### src/rtl/coh_pkg.sv
package coh_pkg;
  typedef enum logic [1:0] {L_INV = 2'd0, L_SHD = 2'd1, L_EXC = 2'd2} line_st_e;
  typedef enum logic [1:0] {C_NONE = 2'd0, C_RDMISS = 2'd1, C_WRMISS = 2'd2, C_WB = 2'd3} bus_cmd_e;
endpackage

### src/rtl/coh_line_store.sv
module coh_line_store
  import coh_pkg::*;
#(
  parameter int IDX_W  = 2,
  parameter int TAG_W  = 6,
  parameter int DATA_W = 16
) (
  input  logic              clk_i,
  input  logic              rst_ni,
  input  logic [IDX_W-1:0]  a_idx_i,
  output line_st_e          a_st_o,
  output logic [TAG_W-1:0]  a_tag_o,
  output logic [DATA_W-1:0] a_dat_o,
  input  logic [IDX_W-1:0]  b_idx_i,
  output line_st_e          b_st_o,
  output logic [TAG_W-1:0]  b_tag_o,
  output logic [DATA_W-1:0] b_dat_o,
  input  logic              s_we_i,
  input  line_st_e          s_st_i,
  input  logic              p_we_i,
  input  line_st_e          p_st_i,
  input  logic [TAG_W-1:0]  p_tag_i,
  input  logic [DATA_W-1:0] p_dat_i
);
  localparam int LINES = 1 << IDX_W;

  line_st_e          st_arr  [LINES];
  logic [TAG_W-1:0]  tag_arr [LINES];
  logic [DATA_W-1:0] dat_arr [LINES];

  for (genvar i = 0; i < LINES; i++) begin : g_line
    line_st_e          st_q;
    logic [TAG_W-1:0]  tag_q;
    logic [DATA_W-1:0] dat_q;
    always_ff @(posedge clk_i or negedge rst_ni) begin
      if (!rst_ni) begin
        st_q  <= L_INV;
        tag_q <= '0;
        dat_q <= '0;
      end else if (s_we_i && b_idx_i == IDX_W'(i)) begin
        st_q <= s_st_i;  // snoop wins
      end else if (p_we_i && a_idx_i == IDX_W'(i)) begin
        st_q  <= p_st_i;
        tag_q <= p_tag_i;
        dat_q <= p_dat_i;
      end
    end
    assign st_arr[i]  = st_q;
    assign tag_arr[i] = tag_q;
    assign dat_arr[i] = dat_q;
  end

  assign a_st_o  = st_arr[a_idx_i];
  assign a_tag_o = tag_arr[a_idx_i];
  assign a_dat_o = dat_arr[a_idx_i];
  assign b_st_o  = st_arr[b_idx_i];
  assign b_tag_o = tag_arr[b_idx_i];
  assign b_dat_o = dat_arr[b_idx_i];

  // snoop and processor never update the array in the same cycle
  a_r5_single_writer: assert property (@(posedge clk_i) disable iff (!rst_ni)
    !(s_we_i && p_we_i));
endmodule

### src/rtl/coh_snoop.sv
module coh_snoop
  import coh_pkg::*;
#(
  parameter int TAG_W  = 6,
  parameter int DATA_W = 16
) (
  input  logic              bus_valid_i,
  input  logic              bus_gnt_i,
  input  logic [1:0]        bus_cmd_i,
  input  logic [TAG_W-1:0]  bus_tag_i,
  input  line_st_e          line_st_i,
  input  logic [TAG_W-1:0]  line_tag_i,
  input  logic [DATA_W-1:0] line_dat_i,
  output logic              foreign_o,
  output logic              upd_o,
  output line_st_e          upd_st_o,
  output logic              supply_o,
  output logic [DATA_W-1:0] supply_dat_o
);
  logic hit, is_rd, is_wr;

  assign foreign_o    = bus_valid_i && !bus_gnt_i;
  assign hit          = foreign_o && line_st_i != L_INV && line_tag_i == bus_tag_i;
  assign is_rd        = bus_cmd_i == C_RDMISS;
  assign is_wr        = bus_cmd_i == C_WRMISS;
  assign supply_o     = hit && line_st_i == L_EXC && (is_rd || is_wr);
  assign supply_dat_o = line_dat_i;

  always_comb begin
    upd_o    = 1'b0;
    upd_st_o = line_st_i;
    if (hit && is_wr) begin
      upd_o    = 1'b1;
      upd_st_o = L_INV;
    end else if (hit && is_rd && line_st_i == L_EXC) begin
      upd_o    = 1'b1;
      upd_st_o = L_SHD;
    end
  end
endmodule

### src/rtl/snoop_inv_ctrl.sv
module snoop_inv_ctrl
  import coh_pkg::*;
#(
  parameter int ADDR_W = 8,
  parameter int IDX_W  = 2,
  parameter int DATA_W = 16
) (
  input  logic              clk_i,
  input  logic              rst_ni,
  input  logic              cpu_req_i,
  input  logic              cpu_we_i,
  input  logic [ADDR_W-1:0] cpu_addr_i,
  input  logic [DATA_W-1:0] cpu_wdata_i,
  output logic [DATA_W-1:0] cpu_rdata_o,
  output logic              cpu_ready_o,
  output logic              bus_req_o,
  input  logic              bus_gnt_i,
  output logic [1:0]        bus_cmd_o,
  output logic [ADDR_W-1:0] bus_addr_o,
  output logic [DATA_W-1:0] bus_wdata_o,
  input  logic              bus_valid_i,
  input  logic [1:0]        bus_cmd_i,
  input  logic [ADDR_W-1:0] bus_addr_i,
  input  logic [DATA_W-1:0] bus_rdata_i,
  output logic              snp_supply_o,
  output logic [DATA_W-1:0] snp_data_o
);
  localparam int TAG_W = ADDR_W - IDX_W;

  typedef enum logic [1:0] {S_IDLE, S_WB, S_MISS} fsm_e;

  fsm_e              fsm_q, fsm_d;
  logic              we_q;
  logic [ADDR_W-1:0] addr_q;
  logic [DATA_W-1:0] wdata_q;

  logic [IDX_W-1:0]  a_idx;
  logic [TAG_W-1:0]  req_tag;
  line_st_e          a_st, b_st, s_st, p_st;
  logic [TAG_W-1:0]  a_tag, b_tag, p_tag;
  logic [DATA_W-1:0] a_dat, b_dat, p_dat;
  logic              s_we, p_we, foreign, tag_eq, hit, miss, victim_dirty;

  assign a_idx   = (fsm_q == S_IDLE) ? cpu_addr_i[IDX_W-1:0] : addr_q[IDX_W-1:0];
  assign req_tag = (fsm_q == S_IDLE) ? cpu_addr_i[ADDR_W-1:IDX_W] : addr_q[ADDR_W-1:IDX_W];
  assign tag_eq  = a_tag == req_tag;
  assign hit     = tag_eq && (cpu_we_i ? (a_st == L_EXC) : (a_st != L_INV));
  assign victim_dirty = a_st == L_EXC;

  assign cpu_ready_o = fsm_q == S_IDLE && cpu_req_i && !foreign && hit;
  assign miss        = fsm_q == S_IDLE && cpu_req_i && !foreign && !hit;
  assign cpu_rdata_o = a_dat;

  assign bus_req_o   = (fsm_q == S_WB && victim_dirty) || fsm_q == S_MISS;
  assign bus_cmd_o   = (fsm_q == S_WB) ? C_WB : (we_q ? C_WRMISS : C_RDMISS);
  assign bus_addr_o  = (fsm_q == S_WB) ? {a_tag, addr_q[IDX_W-1:0]} : addr_q;
  assign bus_wdata_o = a_dat;

  always_comb begin
    fsm_d = fsm_q;
    p_we  = 1'b0;
    p_st  = a_st;
    p_tag = a_tag;
    p_dat = a_dat;
    unique case (fsm_q)
      S_IDLE: begin
        if (cpu_ready_o && cpu_we_i) begin
          p_we  = 1'b1;
          p_st  = L_EXC;
          p_dat = cpu_wdata_i;
        end else if (miss) begin
          fsm_d = (victim_dirty && !tag_eq) ? S_WB : S_MISS;
        end
      end
      S_WB: begin
        if (!victim_dirty) begin
          fsm_d = S_MISS;  // lost ownership to a snoop, nothing to write back
        end else if (bus_gnt_i) begin
          p_we  = 1'b1;
          p_st  = L_INV;
          fsm_d = S_MISS;
        end
      end
      S_MISS: begin
        if (bus_gnt_i) begin
          p_we  = 1'b1;
          p_st  = we_q ? L_EXC : L_SHD;
          p_tag = addr_q[ADDR_W-1:IDX_W];
          p_dat = we_q ? wdata_q : bus_rdata_i;
          fsm_d = S_IDLE;
        end
      end
      default: fsm_d = S_IDLE;
    endcase
  end

  always_ff @(posedge clk_i or negedge rst_ni) begin
    if (!rst_ni) begin
      fsm_q   <= S_IDLE;
      we_q    <= 1'b0;
      addr_q  <= '0;
      wdata_q <= '0;
    end else begin
      fsm_q <= fsm_d;
      if (miss) begin
        we_q    <= cpu_we_i;
        addr_q  <= cpu_addr_i;
        wdata_q <= cpu_wdata_i;
      end
    end
  end

  coh_line_store #(.IDX_W(IDX_W), .TAG_W(TAG_W), .DATA_W(DATA_W)) u_store (
    .clk_i   (clk_i),
    .rst_ni  (rst_ni),
    .a_idx_i (a_idx),
    .a_st_o  (a_st),
    .a_tag_o (a_tag),
    .a_dat_o (a_dat),
    .b_idx_i (bus_addr_i[IDX_W-1:0]),
    .b_st_o  (b_st),
    .b_tag_o (b_tag),
    .b_dat_o (b_dat),
    .s_we_i  (s_we),
    .s_st_i  (s_st),
    .p_we_i  (p_we),
    .p_st_i  (p_st),
    .p_tag_i (p_tag),
    .p_dat_i (p_dat)
  );

  coh_snoop #(.TAG_W(TAG_W), .DATA_W(DATA_W)) u_snoop (
    .bus_valid_i  (bus_valid_i),
    .bus_gnt_i    (bus_gnt_i),
    .bus_cmd_i    (bus_cmd_i),
    .bus_tag_i    (bus_addr_i[ADDR_W-1:IDX_W]),
    .line_st_i    (b_st),
    .line_tag_i   (b_tag),
    .line_dat_i   (b_dat),
    .foreign_o    (foreign),
    .upd_o        (s_we),
    .upd_st_o     (s_st),
    .supply_o     (snp_supply_o),
    .supply_dat_o (snp_data_o)
  );

  a_r9_snoop_first: assert property (@(posedge clk_i) disable iff (!rst_ni)
    (bus_valid_i && !bus_gnt_i) |-> !cpu_ready_o);

  a_r8_wb_then_miss: assert property (@(posedge clk_i) disable iff (!rst_ni)
    (bus_gnt_i && bus_req_o && bus_cmd_o == C_WB) |=> (bus_req_o && bus_cmd_o != C_WB));

  a_r3_ready_no_bus: assert property (@(posedge clk_i) disable iff (!rst_ni)
    cpu_ready_o |-> !bus_req_o);

  a_r6_supply_drops_excl: assert property (@(posedge clk_i) disable iff (!rst_ni)
    snp_supply_o |=> !snp_supply_o);
endmodule

### config.mk
export PLATFORM = sky130hd
export DESIGN_NAME = snoop_inv_ctrl
export DESIGN_NICKNAME = d
export VERILOG_FILES = /design/src/rtl/coh_pkg.sv /design/src/rtl/coh_line_store.sv /design/src/rtl/coh_snoop.sv /design/src/rtl/snoop_inv_ctrl.sv
export SDC_FILE = /design/constraint.sdc
export NUM_CORES = 1
export LEC_CHECK = 0
export BUFFER_PORTS_ARGS = -buffer_cell sky130_fd_sc_hd__buf_4
export CAP_MARGIN = 20
export CORE_ASPECT_RATIO = 0.6
export CORE_MARGIN = 3
export CORE_UTILIZATION = 35
export DETAILED_ROUTE_END_ITERATION = 10
export GPL_TIMING_DRIVEN = 1
export PLACE_DENSITY = 0.65
export SLEW_MARGIN = 20
export SYNTH_ARGS = -nofsm -noshare
export SYNTH_HDL_FRONTEND = slang
export SYNTH_SLANG_ARGS = --single-unit
### constraint.sdc
create_clock -name clk_i -period 2.7 [get_ports clk_i]
set_input_delay 0.405 -clock clk_i [delete_from_list [all_inputs] [get_ports clk_i]]
set_output_delay 0.405 -clock clk_i [all_outputs]
set_load 0.01 [all_outputs]
After elaboration in Yosys (flattened, before gate mapping) --
Cells that the tools add are included.
Word-level totals: input bits 56, logic and storage cells 144, register bits after elaboration 123, output and inout bits 61
Operators by class: eq/ne operators 18, order comparisons 2, multiplexer cells 58, reduce and logical (&&, ||, !) cells 44, bitwise operators 6
Operator list (count):
- 2-to-1 mux 16 bit | 7
- binary-select mux 16 bit (select 2 bit) | 2
- 2-to-1 mux 2 bit | 27
- 2-to-1 mux 6 bit | 7
- one-hot mux 16 bit (2 select lines) | 1
- binary-select mux 6 bit (select 2 bit) | 2
- logical AND 1 bit | 24
- equality test 2 bit (second input constant) | 8
- equality test 6 bit | 2
- one-hot mux 2 bit (3 select lines) | 2
- nonzero test 2 bit | 6
- binary-select mux 2 bit (select 2 bit) | 2
- equality test 2 x 1 -> 1 bit (second input constant) | 4
- 2-to-1 mux 8 bit | 1
- AND reduction 2 bit | 4
- greater-or-equal comparator 3 bit (second input constant) | 2
- zero test 2 bit | 3
- 2-to-1 mux 1 bit | 6
- != test 2 bit (second input constant) | 3
- NOT 2 -> 3 bit | 2
- zero test 1 bit | 4
- NOT 1 bit | 4
- AND reduction 4 bit | 1
- != test 3 bit (second input constant) | 1
- 2 further kinds | 3

Longest topological paths before layout --
Gate-level depths: netlist of the first run.
word-level depth 16, gate-level depth with buffers 12, mapped depth without buffers 9

Cells and area by module --
From an unflattened synthesis of the first run, not the netlist that was laid out.
Second synthesis, totals: cells, all modules 551, area, all modules 7378.3 sq um
Modules (own cells, without submodules):
- coh_line_store | times used 1, area an instance 4993.5 sq um, seq. area each 2402.3 sq um, cells each 288
- snoop_inv_ctrl | times used 1, area an instance 2079.5 sq um, seq. area each 675.6 sq um, cells each 223
- coh_snoop | times used 1, area an instance 305.3 sq um, seq. area each 0.0 sq um, cells each 40

Worst setup path before layout of the first run --
OpenSTA, ideal clock, no wires.
path kind register to register, start register fsm_q[0], end register u_store.g_line[2].dat_q[11], arrival time 2872 ps, data required time 2575 ps, cell stages (with the launch flop) 11, clock period less this slack 2996 ps, setup time 125 ps, slack -296 ps, path through dfrtp_1 > nor2_2 > buf_4 > mux2_2 > and3_1 > nor4_2 > nand4_2 > a2111o_1 > o21ai_2 > buf_6 > mux2_2
Between the ends: cells in the longest elaborated chain, start to end 15, elaborated cells between the ends (all ways) 33, those cells by class 5 x eq/ne; 18 x mux; 1 x bitwise; 9 x reduce/logical
RTL lines:
- start, declared | line snoop_inv_ctrl.sv:32 | fsm_e fsm_q, fsm_d;
- start signal, assigned | line snoop_inv_ctrl.sv:104 | fsm_q <= fsm_d;
- zero test 2 bit
- 2-to-1 mux 2 bit | line snoop_inv_ctrl.sv:44 | assign a_idx = (fsm_q == S_IDLE) ? cpu_addr_i[IDX_W-1:0] : addr_q[IDX_W-1:0];
- NOT 2 -> 3 bit (implied by the code) | line coh_line_store.sv:53, coh_line_store.sv:54, coh_line_store.sv:55
- binary-select mux 2 bit (select 2 bit) | line coh_line_store.sv:53 | assign a_st_o = st_arr[a_idx_i];
- 2-to-1 mux 2 bit (implied by the code) (2 in series) | line coh_line_store.sv:53
- equality test 2 bit or nonzero test 2 bit (tied branches) | line snoop_inv_ctrl.sv:47, snoop_inv_ctrl.sv:48
- 2-to-1 mux 1 bit | line snoop_inv_ctrl.sv:47 | assign hit = tag_eq && (cpu_we_i ? (a_st == L_EXC) : (a_st != L_INV));
- logical AND 1 bit | line snoop_inv_ctrl.sv:47
- logical AND 1 bit | line snoop_inv_ctrl.sv:50 | assign cpu_ready_o = fsm_q == S_IDLE && cpu_req_i && !foreign && hit;
- logical AND 1 bit | line snoop_inv_ctrl.sv:67 | if (cpu_ready_o && cpu_we_i) begin
- 2-to-1 mux 1 bit | line snoop_inv_ctrl.sv:67
- one-hot mux 1 bit (3 select lines) | line snoop_inv_ctrl.sv:65 | unique case (fsm_q)
- logical AND 1 bit | line coh_line_store.sv:42 | end else if (p_we_i && a_idx_i == IDX_W'(i)) begin
- AND reduction 2 bit (no source line)
- end signal, assigned | line coh_line_store.sv:45 | dat_q <= p_dat_i;
- end, declared | line coh_line_store.sv:34 | logic [DATA_W-1:0] dat_q;
Parallel ways exist; a longest one is shown, timed or not. The select of a mux whose other input is x is not followed. A chain may end at the register's enable or synchronous reset.

Worst setup path in the final report of the first run --
start register fsm_q[1], end output port cpu_rdata_o[6]
Between the ends: cells in the longest elaborated chain, start to end 6
RTL lines:
- zero test 2 bit | line snoop_inv_ctrl.sv:44
- 2-to-1 mux 2 bit | line snoop_inv_ctrl.sv:44
- NOT 2 -> 3 bit (implied by the code) | line coh_line_store.sv:55 | assign a_dat_o = dat_arr[a_idx_i];
- binary-select mux 16 bit (select 2 bit) | line coh_line_store.sv:55
- 2-to-1 mux 16 bit (implied by the code) (2 in series) | line coh_line_store.sv:55
- end, declared | line snoop_inv_ctrl.sv:14 | output logic [DATA_W-1:0] cpu_rdata_o,
Every way passes these cells. The select of a mux whose other input is x is not followed.

==> results_dict.tcl, run 1 <==
set metrics [dict create \
    outcome "finished, violations left" \
    failed_checks "negative setup slack" \
    required_ns 2.30 \
    synth.largest_area_cell "dfrtp_1" \
    cts.clk_slew.worst_paths_ns 0.06 \
    io_buffer_count 116 \
    tritoncts_num_sinks 123 \
    leakagePower_nw 5.46 \
    floorplan.io_pins 117 \
    grt_antenna_before_repair 0 \
    globalRouteTotalUtil 0.229 \
    most_frequent_cell_after_synthesis "dfrtp_1" \
    cp.arrival_ns 2.93 \
    root_buffer "clkbuf_16" \
    numCtsBuffers 17 \
    worstSetupStartpointType "register" \
    finalCriticalPeriod_ns 3.33 \
    detailedRoute.firstPassIterationCount 5 \
    synth.top_cell.area_share 0.395 \
    ir_drop_mv 0.655 \
    achievable-frequency_mhz 300 \
    crit_path_end_kind "output port" \
    fp_rows 41 \
    fin_skew_ns 0.0103 \
    grt_pass1_wl_mm 41.1 \
    post_dr_wirelength_cell_um 23.5 \
    maximum_number_of_pins_on_one_net_before_global_route_repair 77 \
    nets 975 \
    r2r_start "fsm_q[0]$_DFFE_PN0P_" \
    core_um2 21400 \
    drc 0 \
    cts-htree-levels 4 \
    die_h_um 122 \
    yosysWarnings 0 \
    clock_tree.buffer_depth 2 \
    finalHoldViolCount 0 \
    initial_core_util 0.363 \
    syn-cell-area_um2 7790 \
    place.gp.congestion 0.880 \
    worstPathMaxFanout 8 \
    die_span_in_x_um 199 \
    route.antenna.remaining_nets 0 \
    timing_worst_slew_pin_value_ns 0.557 \
    synth.ff_latch_count 123 \
    max-cap-violations 0 \
    drt-initial-drc-count 864 \
    synth-main-ff-cell "dfrtp_1" \
    totalNegativeSetupSlack_ns -79.94 \
    hold_path_origin "cpu_addr_i[2]" \
    syn2layout_area_growth_pct 55.7 \
    type_of_the_tightest_min_delay_check "input port to register" \
    overflow 0 \
    layout-drive-gt1-share 0.626 \
    cellPowerDensity_nw_per_um2 1430 \
    synthesis.instances 642 \
    synth_edf_count 0 \
    dpl.hpwl_mm 19.0 \
    final_layout_fill_cell_count 1681 \
    diodes_inserted 0 \
    multiInputGateArea_um2 5030 \
    final-seq-area_um2 3080 \
    route.vias.total 6834 \
    grt_pass1_vias 6629 \
    final_critical_path_setup_slack_ns -0.632 \
    slew_headroom 0.628 \
    post-route-period-util 1.23 \
    setup_violations 163 \
    critPathKind "register to output port" \
    design.die.area_um2 24100 \
    ys_async_sr_fraction 1.00 \
    synth.area.top_cells "dfrtp_1 40%, mux4_2 12%, mux2_2 12%, mux2_4 4.0%, mux2i_1 3.7%" \
    timing.hold.ws_ns 0.220 \
    setup_repair_after_global_routing_missed_its_margin "yes" \
    timing_max_transition_violations_final 0 \
    ys_types 53 \
    synth_nets 700 \
    critical_path_origin "fsm_q[1]$_DFFE_PN0P_" \
    clock_network_latency_to_the_later_pin_of_the_worst_skew_pair_ns 0.43 \
    postRouteWirelength_mm 28.4 \
    cts_tree "done" \
    postSynthAreaPerCell_um2 12.1 \
    yosysSeqAreaShare 0.395 \
    viasPerCell 5.65 \
    synth.cells.most_frequent "123 x dfrtp_1, 81 x mux2_2, 41 x mux4_2" \
]
==> path summary, 6_finish.rpt <==
| check | to | slack (ns) | cells past startpoint |
|---|---|---|---|
| worst max-delay path | cpu_rdata_o[6] | -0.63 | 10 |
| worst max register to register | u_store.g_line[0].dat_q[3]$_DFFE_PN0P_ | -0.56 | 11 |
| min in group asynchronous | u_store.g_line[1].dat_q[7]$_DFFE_PN0P_ | 0.35 | 2 |
| worst min register to register | wdata_q[14]$_DFFE_PN0P_ | 0.51 | 1 |
| worst min-delay path | addr_q[2]$_DFFE_PN0P_ | 0.22 | 2 |
| max in group asynchronous | addr_q[0]$_DFFE_PN0P_ | 1.58 | 3 |
==> layer usage <==
metal,track usage,part of all wire
met5,0,0
met4,0.0377,0.0072
met3,0.103,0.12
met2,0.292,0.40
met1,0.356,0.48
==> logic make-up (layout without fill, tap and decap cells) <==
| group | after synthesis | after routing | share of synthesized area |
|---|---|---|---|
| multiplexers | 197 | 197 | 0.351 |
| AND/OR/NAND/NOR | 138 | 138 | 0.0950 |
| flip-flops | 123 | 123 | 0.395 |
| AO/OA/AOI/OAI | 102 | 102 | 0.0881 |
| buffers and inverters | 69 | 357 | 0.0550 |
| XOR/XNOR | 11 | 11 | 0.0124 |
| adder cells (fa/ha/maj) | 2 | 2 | 0.00321 |
==> stage by stage <==
step	utilization	cells	power [mW]	worst slack (ns)	instance area [um2]
floorplan	-	642	8.22	-0.192	7990
global placement	0.467	1116	12.0	-0.540	10000
detailed placement	0.467	1116	12.1	-0.695	10000
CTS	0.549	1196	16.4	-0.523	11800
global route	0.565	1209	18.1	-0.741	12100
finish	0.565	1209	17.4	-0.632	12100
==> repair_timing <==
item | 4_1_cts | 5_1_grt
hold buffers | 1 | 0
pin swaps | 22 | 26
setup buffers | 47 | 20
hold endpoints to repair | 6 | 0
setup endpoints to repair | 161 | 164
gates cloned | 7 | 2
resized for setup | 170 | 66
==> cell type report <==
cell class	count	share of cell area
inverter	8	0.00248
clock inverter	14	0.0140
clock buffer	18	0.0354
timing repair buffer	317	0.250
tap	279	0.0288
multi-input combinational	450	0.415
sequential	123	0.254
==> cells in the final DEF, fill, tap and decap left out, types with 4 or more instances in the layout <==
master,netlist,final
a2111o_1,4,4
and3_1,9,7
a21oi_1,25,23
mux4_2,41,41
mux2i_1,29,22
mux2i_4,1,7
buf_16,0,5
o21ai_4,0,5
a31oi_1,4,4
nor3_4,0,4
clkbuf_16,0,19
mux2_4,21,115
o21ai_1,0,6
o22ai_1,14,13
buf_8,0,6
nor3_1,23,11
nor3_2,1,9
xnor2_1,8,7
buf_12,0,15
a211oi_1,20,17
nand3b_1,8,8
mux2_2,81,11
buf_4,21,213
o21ai_2,6,6
o211ai_1,6,6
nand2b_1,8,7
nand3_1,18,15
nand2_1,23,22
dfrtp_1,123,121
inv_1,7,7
buf_6,11,75
clkinv_2,0,4
nor2_1,26,24
==> flip-flops by register name, indices dropped and copies added (netlist names) <==
signal,count
we_q,1
u_store.g_line.dat_q,64
wdata_q,16
fsm_q,2
addr_q,8
u_store.g_line.tag_q,24
u_store.g_line.st_q,8
==> critical path, stage by stage, from the launching register on <==
cell and delay, ns:
dfrtp_2 0.45, nor2_4 0.19, buf_4 0.15, buf_6 0.10, mux2i_4 0.29, buf_6 0.18
buf_12 0.14, buf_8 0.12, mux4_2 0.59, buf_6 0.18, buf_6 0.11
==> power breakdown <==
part           switching, mW  internal, mW  total (mW)
Clock                  0.931          1.46        2.39
Combinational           5.08          6.40        11.5
Sequential             0.805          2.69        3.49
Total                   6.82          10.5        17.4
(Power assumes the default switching activity.)
==> run 2, diff against run 1 <==
- CORE_ASPECT_RATIO: 0.6 -> 0.75
==> run 2 against run 1 <==
The flow still finishes with violations (negative setup slack). Sequential power barely moved. Sequential cell count did not move. Power fell by 4.7%. Die area fell by 0.16%. Maximum frequency rose by 0.52%. Critical path depth rose by 2. Clock-buffer cell count rose by 1. Non-clock buffer count fell by 12. Hold slack got worse by 0.21 ns. Setup slack improved by 0.017 ns. Clock skew fell by 0.0018 ns. Final area fell by 2.2%. Critical endpoint is now cpu_ready_o.
==> results_dict.tcl, run 2 (same netlist as run 1, synthesis figures left out) <==
set metrics [dict create \
    postRouteWirelength_mm 27.1 \
    grt_pass1_wl_mm 40.3 \
    outcome "finished, violations left" \
    r2r.worst_path.cells 14 \
    diodes_inserted 0 \
    slew_headroom 0.524 \
    worstSetupStartpointType "register" \
    viasPerCell 5.61 \
    clock_network_latency_to_the_later_pin_of_the_worst_skew_pair_ns 0.43 \
    critPathKind "register to output port" \
    design.die.area_um2 24100 \
    die_h_um 135 \
    layout.cells.most_common_list "192 x buf_4, 121 x dfrtp_1, 85 x buf_6" \
    worstPathMaxFanout 7 \
    ir_drop_mv 0.592 \
    root_buffer "clkbuf_16" \
    post_cts_hold_buffers 0 \
    totalNegativeSetupSlack_ns -75.06 \
    fin_util 0.552 \
    io_buffer_count 116 \
    cp.arrival_ns 2.91 \
    grt_antenna_before_repair 0 \
    placed_cells 1109 \
    core_um2 21500 \
    overflow 0 \
    required_ns 2.30 \
    floorplan.io_pins 117 \
    place.gp.congestion 0.865 \
    type_of_the_tightest_min_delay_check "input port to async pin" \
    final_common_cell "buf_4" \
    drc 0 \
    timing.hold.ws_ns 0.0135 \
    setup_repair_after_global_routing_missed_its_margin "yes" \
    timing_worst_slew_pin_value_ns 0.715 \
    route.antenna.remaining_nets 0 \
    final_critical_path_setup_slack_ns -0.615 \
    die_span_in_x_um 178 \
    achievable-frequency_mhz 302 \
    failed_checks "negative setup slack" \
    regMostFlops "u_store.g_line.dat_q" \
    cts_tree "done" \
    detailedRoute.firstPassIterationCount 6 \
    route.vias.total 6761 \
    setup_violations 163 \
    numCtsBuffers 17 \
    timing_max_transition_violations_final 0 \
    worstReg2RegEnd "we_q$_DFFE_PN0P_" \
    maximum_number_of_pins_on_one_net_before_global_route_repair 59 \
    globalRouteTotalUtil 0.220 \
    cts.clk_slew.worst_paths_ns 0.06 \
    fp_rows 46 \
    leakagePower_nw 5.27 \
    r2r_start "fsm_q[1]$_DFFE_PN0P_" \
    design_area_um2 11900 \
    layout-drive-gt1-share 0.605 \
    post-route-period-util 1.23 \
    initial_core_util 0.363 \
    placement.cell_area_um2 9910 \
    post_dr_wirelength_cell_um 22.5 \
    dpl.hpwl_mm 18.1 \
    finalHoldViolCount 0 \
    syn2layout_area_growth_pct 52.2 \
    dr.max_layer_used "met4" \
    max-cap-violations 0 \
    layout_top_registers "u_store.g_line.dat_q: 64 flops, u_store.g_line.tag_q: 24 flops, wdata_q: 16 flops" \
    tritoncts_num_sinks 123 \
    cts-htree-levels 4 \
    grt_pass1_vias 6805 \
    finalCriticalPeriod_ns 3.31 \
    largest_reg_flops 64 \
    met2WireLength_mm 11.8 \
    layoutNonFillerInstCount 1205 \
    reg2reg_setup_slack_ns -0.60 \
    fin_skew_ns 0.00851 \
    cellPowerDensity_nw_per_um2 1400 \
    detailed_route_wirelength_on_metal3_mm 2.57 \
    wl_met1_mm 12.4 \
    drt-initial-drc-count 616 \
    crit_path_end_kind "output port" \
    nets 963 \
    clock_tree.buffer_depth 2 \
]
-- run 2: timing repair --
| action | 4_1_cts | 5_1_grt |
|---|---|---|
| pin swaps | 13 | 24 |
| resized for setup | 108 | 64 |
| buffers inserted | 43 | 19 |
| endpoints found under the setup margin | 163 | 164 |
| gates cloned | 2 | 7 |
-- run 2: power breakdown --
part / switching (mW) / internal, mW / total, mW / leakage, nW
clock: 0.933 / 1.39 / 2.32 / 0.278
combinational: 4.82 / 5.95 / 10.8 / 3.45
sequential: 0.777 / 2.68 / 3.46 / 1.54
total: 6.53 / 10.0 / 16.5 / 5.27
-- run 2: routing by layer --
metal / global-route usage / up-vias
li1: - / 2964
met1: 0.335 / 3440
met2: 0.307 / 325
met3: 0.0639 / 32
met4: 0.0497 / 0
met5: 0 / -
-- run 2: metrics by stage --
stage,setup WS (ns),power (mW)
6_report,-0.615,16.5
3_3_place_gp,-0.384,11.7
4_1_cts,-0.508,15.7
5_1_grt,-0.678,17.3
3_5_place_dp,-0.529,11.8
2_1_floorplan,-0.192,8.22
-- run 2: cell type report --
cell class / instances / area (um2)
inverters: 8 / 30.0
clock buffers: 19 / 443
clock inverters: 12 / 143
flip-flops and latches: 123 / 3080
fillers: 1685 / 9620
repair buffers: 305 / 2990
multi-input cells: 450 / 4800
well taps: 288 / 360
-- run 2: worst max-delay path by stage --
stage | endpoint | slack (ns) | from
after floorplan | u_store.g_line[2].dat_q[11]$_DFFE_PN0P_ | -0.19 | fsm_q[0]$_DFFE_PN0P_
after global placement | u_store.g_line[3].dat_q[2]$_DFFE_PN0P_ | -0.38 | cpu_addr_i[1]
after detailed placement | u_store.g_line[3].dat_q[0]$_DFFE_PN0P_ | -0.53 | fsm_q[1]$_DFFE_PN0P_
after CTS | cpu_ready_o | -0.51 | fsm_q[1]$_DFFE_PN0P_
after global routing | cpu_ready_o | -0.68 | fsm_q[1]$_DFFE_PN0P_
final | cpu_ready_o | -0.61 | fsm_q[0]$_DFFE_PN0P_
-- run 2: worst max-delay path, stage by stage (launching register included) --
cell and delay (ns):
dfrtp_2 0.46, nor2_4 0.20, buf_6 0.14, mux2i_4 0.34, buf_12 0.20, nand2_1 0.08
and3_4 0.17, a31oi_2 0.23, buf_4 0.19, nand2b_4 0.06, a21oi_4 0.14, and2_4 0.17
buf_6 0.09
